==> config.mk <==
export PLATFORM = sky130hd
export DESIGN_NAME = regxcvr
export DESIGN_NICKNAME = d
export VERILOG_FILES = /design/src/rtl/regxcvr_pkg.sv /design/src/rtl/xcvr_edge_sync.sv /design/src/rtl/xcvr_ctrl.sv /design/src/rtl/xcvr_datapath.sv /design/src/rtl/regxcvr.sv
export SDC_FILE = /design/constraint.sdc
export NUM_CORES = 1
export LEC_CHECK = 0
export BUFFER_PORTS_ARGS = -buffer_cell sky130_fd_sc_hd__buf_2
export CELL_PAD_IN_SITES_DETAIL_PLACEMENT = 0
export CELL_PAD_IN_SITES_GLOBAL_PLACEMENT = 1
export CORE_MARGIN = 2
export CORE_UTILIZATION = 29
export CTS_CLUSTER_DIAMETER = 50
export DETAILED_ROUTE_END_ITERATION = 6
export PLACE_DENSITY = 0.81
export SYNTH_ARGS = -nofsm -noshare
export SYNTH_HDL_FRONTEND = slang
export SYNTH_HIERARCHICAL = 1
export SYNTH_SLANG_ARGS = --single-unit
==> constraint.sdc <==
create_clock -name clk -period 1.5 [get_ports clk]
set_clock_uncertainty 0.2 [all_clocks]
set_input_delay 0.15 -clock clk [delete_from_list [all_inputs] [get_ports clk]]
set_output_delay 0.15 -clock clk [all_outputs]
set_load 0.005 [all_outputs]
==> src/rtl/regxcvr_pkg.sv <==
package regxcvr_pkg;
  // Strobes passed from the control unit to the storage datapath
  typedef struct packed {
    logic loadAB;   // A-to-B storage loads from the A input bus
    logic loadBA;   // B-to-A storage loads from the B input bus
    logic driveB;   // port B driven
    logic driveA;   // port A driven
  } xcvrStrobe_t;

  localparam int NUM_PATHS = 2;
  localparam int PATH_AB   = 0;
  localparam int PATH_BA   = 1;
endpackage

==> src/rtl/xcvr_edge_sync.sv <==
module xcvr_edge_sync #(
  parameter int STAGES = 2
) (
  input  logic clk,
  input  logic lePin,
  input  logic clkPin,
  output logic leLvl,
  output logic clkRise
);
  localparam int TOP = STAGES - 1;

  logic [TOP:0] leChain;
  logic [TOP:0] clkChain;
  logic         clkPrev;

  // Plain samplers: no reset needed, reset holds off their use downstream
  always_ff @(posedge clk) begin
    leChain  <= {leChain[TOP-1:0], lePin};
    clkChain <= {clkChain[TOP-1:0], clkPin};
    clkPrev  <= clkChain[TOP];
  end

  assign leLvl   = leChain[TOP];
  assign clkRise = clkChain[TOP] & ~clkPrev;
endmodule

==> src/rtl/xcvr_ctrl.sv <==
module xcvr_ctrl
  import regxcvr_pkg::*;
#(
  parameter int SYNC_STAGES = 2
) (
  input  logic        clk,
  input  logic        rst,
  input  logic        leAB,
  input  logic        clkAB,
  input  logic        oeAB,
  input  logic        leBA,
  input  logic        clkBA,
  input  logic        oeBA_n,
  output xcvrStrobe_t strobe
);
  logic [NUM_PATHS-1:0] lePins;
  logic [NUM_PATHS-1:0] clkPins;
  logic [NUM_PATHS-1:0] leLvl;
  logic [NUM_PATHS-1:0] clkRise;
  logic [NUM_PATHS-1:0] load;
  logic                 live;

  assign lePins[PATH_AB]  = leAB;
  assign lePins[PATH_BA]  = leBA;
  assign clkPins[PATH_AB] = clkAB;
  assign clkPins[PATH_BA] = clkBA;

  for (genvar p = 0; p < NUM_PATHS; p++) begin : g_path
    xcvr_edge_sync #(.STAGES(SYNC_STAGES)) sync_i (
      .clk    (clk),
      .lePin  (lePins[p]),
      .clkPin (clkPins[p]),
      .leLvl  (leLvl[p]),
      .clkRise(clkRise[p])
    );
    // Transparent level wins over the edge; both load the same input
    assign load[p] = live & (leLvl[p] | clkRise[p]);
  end

  // Outputs stay quiet until the cycle after reset is released
  always_ff @(posedge clk) begin
    if (rst) live <= 1'b0;
    else     live <= 1'b1;
  end

  always_comb begin
    strobe.loadAB = load[PATH_AB];
    strobe.loadBA = load[PATH_BA];
    strobe.driveB = live & oeAB;
    strobe.driveA = live & ~oeBA_n;
  end
endmodule

==> src/rtl/xcvr_datapath.sv <==
module xcvr_datapath
  import regxcvr_pkg::*;
#(
  parameter int WIDTH = 18
) (
  input  logic             clk,
  input  logic             rst,
  input  xcvrStrobe_t      strobe,
  input  logic [WIDTH-1:0] aIn,
  input  logic [WIDTH-1:0] bIn,
  output logic [WIDTH-1:0] storeAB,
  output logic [WIDTH-1:0] storeBA
);
  // Each storage word is fed only from the opposite port's sensed pins
  always_ff @(posedge clk) begin
    if (rst)                storeAB <= '0;
    else if (strobe.loadAB) storeAB <= aIn;
  end

  always_ff @(posedge clk) begin
    if (rst)                storeBA <= '0;
    else if (strobe.loadBA) storeBA <= bIn;
  end
endmodule

==> src/rtl/regxcvr.sv <==
module regxcvr
  import regxcvr_pkg::*;
#(
  parameter int WIDTH       = 18,
  parameter int SYNC_STAGES = 2
) (
  input  logic             clk,
  input  logic             rst,
  input  logic             leAB,
  input  logic             clkAB,
  input  logic             oeAB,
  input  logic             leBA,
  input  logic             clkBA,
  input  logic             oeBA_n,
  input  logic [WIDTH-1:0] aIn,
  input  logic [WIDTH-1:0] bIn,
  output logic [WIDTH-1:0] bOut,
  output logic             bDrive,
  output logic [WIDTH-1:0] aOut,
  output logic             aDrive
);
  xcvrStrobe_t strobe;

  xcvr_ctrl #(.SYNC_STAGES(SYNC_STAGES)) ctrl_i (
    .clk   (clk),
    .rst   (rst),
    .leAB  (leAB),
    .clkAB (clkAB),
    .oeAB  (oeAB),
    .leBA  (leBA),
    .clkBA (clkBA),
    .oeBA_n(oeBA_n),
    .strobe(strobe)
  );

  xcvr_datapath #(.WIDTH(WIDTH)) dp_i (
    .clk    (clk),
    .rst    (rst),
    .strobe (strobe),
    .aIn    (aIn),
    .bIn    (bIn),
    .storeAB(bOut),
    .storeBA(aOut)
  );

  assign bDrive = strobe.driveB;
  assign aDrive = strobe.driveA;
endmodule

Word-level counts from Yosys, hierarchy flattened
Index checks and enable logic that the tools add are counted.
- bitwise logic cells: 11
- mux-type cells: 1
- operators with widths (operator ; count):
    AND 1 bit ; 6
    inverter 1 bit ; 3
    OR 1 bit ; 2
    two-way mux 1 bit ; 1
- output and inout port bits: 38
- input bits: 44
- register bits after elaboration: 47
- logic and storage cells: 21

Logic depth before layout (Yosys ltp)
- depth after elaboration: 4
- depth in mapped cells: 6
- mapped depth without buffers: 4

Hierarchy
Netlist, hierarchy kept.
- by module, submodules not included (module ; cells an instance ; area each (um2) ; sequential area each (um2) ; times used):
    xcvr_datapath ; 116 ; 1298.7 ; 720.7 ; 1
    xcvr_edge_sync ; 6 ; 113.9 ; 100.1 ; 2
    xcvr_ctrl ; 6 ; 53.8 ; 20.0 ; 1

Worst setup path after synthesis
No wires, ideal clock.
- path kind: register -> register
- start point: register ctrl_i.g_path[0].sync_i.clkChain[1]
- end point: register dp_i.storeAB[10]
- buffers on the path: 2
- setup time: 0.117 ns
- required time: 1.183 ns
- slack: 0.138 ns
- arrival time: 1.045 ns
- clock period less this slack: 1.362 ns
- cell stages (with the launch flop): 7
- cell sequence: dfxtp_1 > nor2b_4 > o21a_1 > buf_6 > buf_12 > mux2i_1 > nor2_1
- RTL lines (what ; line ; RTL):
    start, declared ; xcvr_edge_sync.sv:13 ; logic [TOP:0] clkChain;
    start signal, assigned ; xcvr_edge_sync.sv:19 ; clkChain <= {clkChain[TOP-1:0], clkPin};
    end signal, assigned ; xcvr_datapath.sv:17 ; else if (strobe.loadAB) storeAB <= aIn;
    end, declared ; xcvr_datapath.sv:11 ; output logic [WIDTH-1:0] storeAB,

==> summary by stage <==
Die
The total I/O pin count is 82. The width of the die is 77.8 um. After floorplanning, the core was divided into 26 placement rows. From bottom edge to top edge, the die measures 77.8 um. In this run the standard cell core region covers slightly above 5000 sq um. The initial utilization of the core area, before any placement, comes to 30.6%. The floorplan step defined a die boundary enclosing between 6000 and 7000 sq um.

Critical path
Along the worst path, the maximum fanout reaches 18. The path depth of the worst reg2reg path is 5. For flop-to-flop paths, the worst setup slack is roughly 0.083 ns. In this run the critical register-to-register path is launched from ctrl_i/g_path[1].sync_i/clkChain[1]. The worst setup path is launched from a register. The setup path with the least slack is of type reg -> reg. The reg-to-reg endpoint is dp_i/storeBA[3].

STA puts the critical path data required time at 1.47 ns. The arrival time at the worst endpoint is 1.39 ns. The sort of element at the end of the critical path is a register.

Power and ir drop
Combinational cells account for approximately 14% of the total power. The internal power is 1.97 mW. The part of the total power dissipated in the clock network is 31.9%. Net switching is 21.9% of the power. The maximum resistive drop on vdd is slightly above 700 uV.

The power density of the placed cells is just under 1000 nW/um^2. Sequential cells burn 53.6% of the power. Summed over all cells, the static leakage comes to 1.24 nW.

The net switching power of the design is 0.551 mW.

Clocking
The number of clock buffers added by TritonCTS is 5. Clock latency on the worst-skew pair, taken at its later pin, is about 0.29 ns. The CTS H-tree depth is 2. In this run the deepest clock path goes through 2 buffers.

CTS saw 47 sinks. The tree is rooted in a clkbuf_8. Clock-pin slew was measured on the worst setup and hold paths at about 0.080 ns. TritonCTS built the clock tree.

Yosys
For this run, the number of Yosys warnings is 6. For this run, the leading register cell type out of synthesis is dfxtp_1. The number of standard cells after synthesis is 134. In the synthesized netlist the async set-or-reset flop fraction comes to 0%. The commonest cells after synthesis are dfxtp_1 (47), mux2i_1 (36), nor2_1 (36). The post-synthesis sequential area ratio is between 50% and 60%. The post-synthesis area per instance is 11.8 sq um.

Yosys attributes the largest share of cell area to dfxtp_1 (60%), mux2i_1 (23%), nor2_1 (8.6%). Synthesis produced a netlist with a net count of approximately 180. Yosys mapped a number of flops with a built-in enable equal to 0. dfxtp_1 takes more of the synthesized area than any other cell.

Among all cell types in the netlist, the one instantiated most often is dfxtp_1. The synthesized area is between 1500 and 2000 sq um. The share of the synthesized area in the top cell type is roughly 60%. Synthesis inferred 47 register bits. The number of library cell types mapped by synthesis is 11.

Finish
The final-layout fill cell count is about 480. From synthesis to final layout, the design area changed by 61.4%. The repair_antennas step left the layout with diodes totalling 0.

Summing all multi-input logic gate instances after layout gives ~550 sq um. In the final layout, the share of cells above drive strength 1 is approximately 36%. The number of nets in the final layout is about 300. The register area is roughly 940 sq um. The final design utilization is approximately 49%.

Timing
The routed design could run at a clock period as short as between 1 and 1.5 ns. The number of max-slew violations in the final report is 0. Setup repair after global routing left no endpoint under its margin. Setup violations remaining at the end of the flow were counted as 0. The worst pin sits at a relative slew slack of approximately 76%. The number of hold violations in the final report is 1. For this run, the top clock speed supported by timing is 706 MHz. On the final layout, the worst hold slack is -0.00138 ns.

The worst-margin pin slew is roughly 0.35 ns. For the final routed database, the setup TNS stands at 0 ns. Of the available clock period, the critical path in the final layout requires 94.5%.

Global route
The first global-routing pass estimated between 5000 and 6000 um of wire. The total overflow left after global routing is 0. The initial antenna violation count is 0. Entering global routing, the biggest net connects 22 pins.

Global routing used between 10% and 20% of the available tracks across all layers. The number of global-route vias before repair is approximately 1,200.

Status
The checks that failed: negative hold slack. The run finished, with violations left.

Drt
The count of routing violations after the opening detailed-route iteration is 26. The per-cell routed wire length is about 10 um. The detailed router placed between 1,000 and 1,500 vias in this run. Wires add up to 3440 um. Before antenna repair, the detailed router went through 3 iterations. Once detail routing completed, the nets flagged for antenna violations numbered 0.

The detail-routed via count per cell is roughly 4. In the routed design, unresolved DRC markers number 0.

Min path
The endpoint with the worst hold slack is ctrl_i/live. The number of cells traversed by the worst hold path is 2. The hold path startpoint is rst. The worst hold path belongs to the class in -> reg.

Placed design
The placed wire-length estimate is 2070 um. Routability-driven placement finished with a final weighted congestion of roughly 0.75. Port buffering added 81 buffers.

Flow run
The tool flagged a number of max-cap violations equal to 0.
[placed cells by master, fill, tap and decap left out, drive strengths merged]
master and count:
and2 1, buf 84, clkbuf 8, dfxtp 47
dlygate4sd3 40, inv 1, mux2i 36, nor2 36
nor2b 3, o21a 2
[through the flow]
stage | cell area (sq um) | power (mW) | setup slack [ns] | hold slack [ns] | cells
final | 2550 | 2.52 | 0.0832 | -0.00138 | 328
after global routing | 2550 | 2.66 | 0.00772 | 0.00768 | 328
after CTS | 2550 | 2.56 | 0.112 | 0.00470 | 328
after detailed placement | 2050 | 1.67 | 0.124 | 0.0566 | 280
after global placement | 2050 | 1.66 | 0.139 | 0.0534 | 280
after floorplan | 1580 | 1.54 | 0.138 | -0.0223 | 134
[worst max-delay path by stage]
stage	startpoint	endpoint	slack, ns
3_3_place_gp	ctrl_i/g_path[0].sync_i/clkChain[1]	dp_i/storeAB[14]	0.14
4_1_cts	ctrl_i/g_path[1].sync_i/clkChain[1]	dp_i/storeBA[17]	0.11
5_1_grt	ctrl_i/g_path[0].sync_i/clkChain[1]	dp_i/storeAB[15]	0.008
3_5_place_dp	ctrl_i/g_path[1].sync_i/clkChain[1]	dp_i/storeBA[0]	0.12
2_1_floorplan	ctrl_i/g_path[0].sync_i/clkChain[1]	dp_i/storeAB[10]	0.14
6_report	ctrl_i/g_path[1].sync_i/clkChain[1]	dp_i/storeBA[3]	0.08
[worst max-delay path, cell delays in order (launching register included)]
cell	delay (ns)
dfxtp_1	0.33
nor2b_4	0.13
o21a_1	0.17
buf_12	0.18
mux2i_1	0.22
nor2_1	0.07
[kinds of logic (layout without fill, tap and decap cells)]
group	count (synthesis)	count (layout)	synth area share, %
compound gates	2	2	0.950
buf+inv	9	133	5.46
flops	47	47	59.5
mux	36	36	22.8
simple gates	40	40	11.2
[area by class of cell]
type | count | share of cell area [%]
Tap cell | 70 | 3.43
Timing Repair Buffer | 124 | 33.9
Sequential cell | 47 | 36.9
Inverter | 1 | 0.147
Multi-Input combinational cell | 78 | 21.7
Clock buffer | 8 | 3.92
[power groups by stage]
stage	clock [mW]	sequential, mW	combinational [mW]
floorplan	0	1.38	0.156
global placement	0	1.38	0.285
detailed placement	0	1.38	0.287
CTS	0.841	1.35	0.366
global route	0.903	1.36	0.400
finish	0.804	1.35	0.366
[sequential cells by signal (all words and copies together) (netlist names)]
register	flops
ctrl_i/g_path.sync_i/clkChain	4
ctrl_i/g_path.sync_i/clkPrev	2
ctrl_i/g_path.sync_i/leChain	4
ctrl_i/live	1
dp_i/storeAB	18
dp_i/storeBA	18
[metal layers]
metal,up-vias,wire (um),share of wire [%],track usage [%]
met2,52,1710,50,19.9
met1,579,1470,43,13.2
met4,0,40,1.2,4.82
met3,4,224,6.5,3.84
li1,677,-,-,-
met5,-,0,0,0
[timing repair]
action,CTS,global route
endpoints found under the setup margin,0,0
hold buffers,40,0
resized for setup,0,0
setup buffers,0,0
endpoints found under the hold margin,40,0
Note: power is estimated with default switching activity, not from simulation.
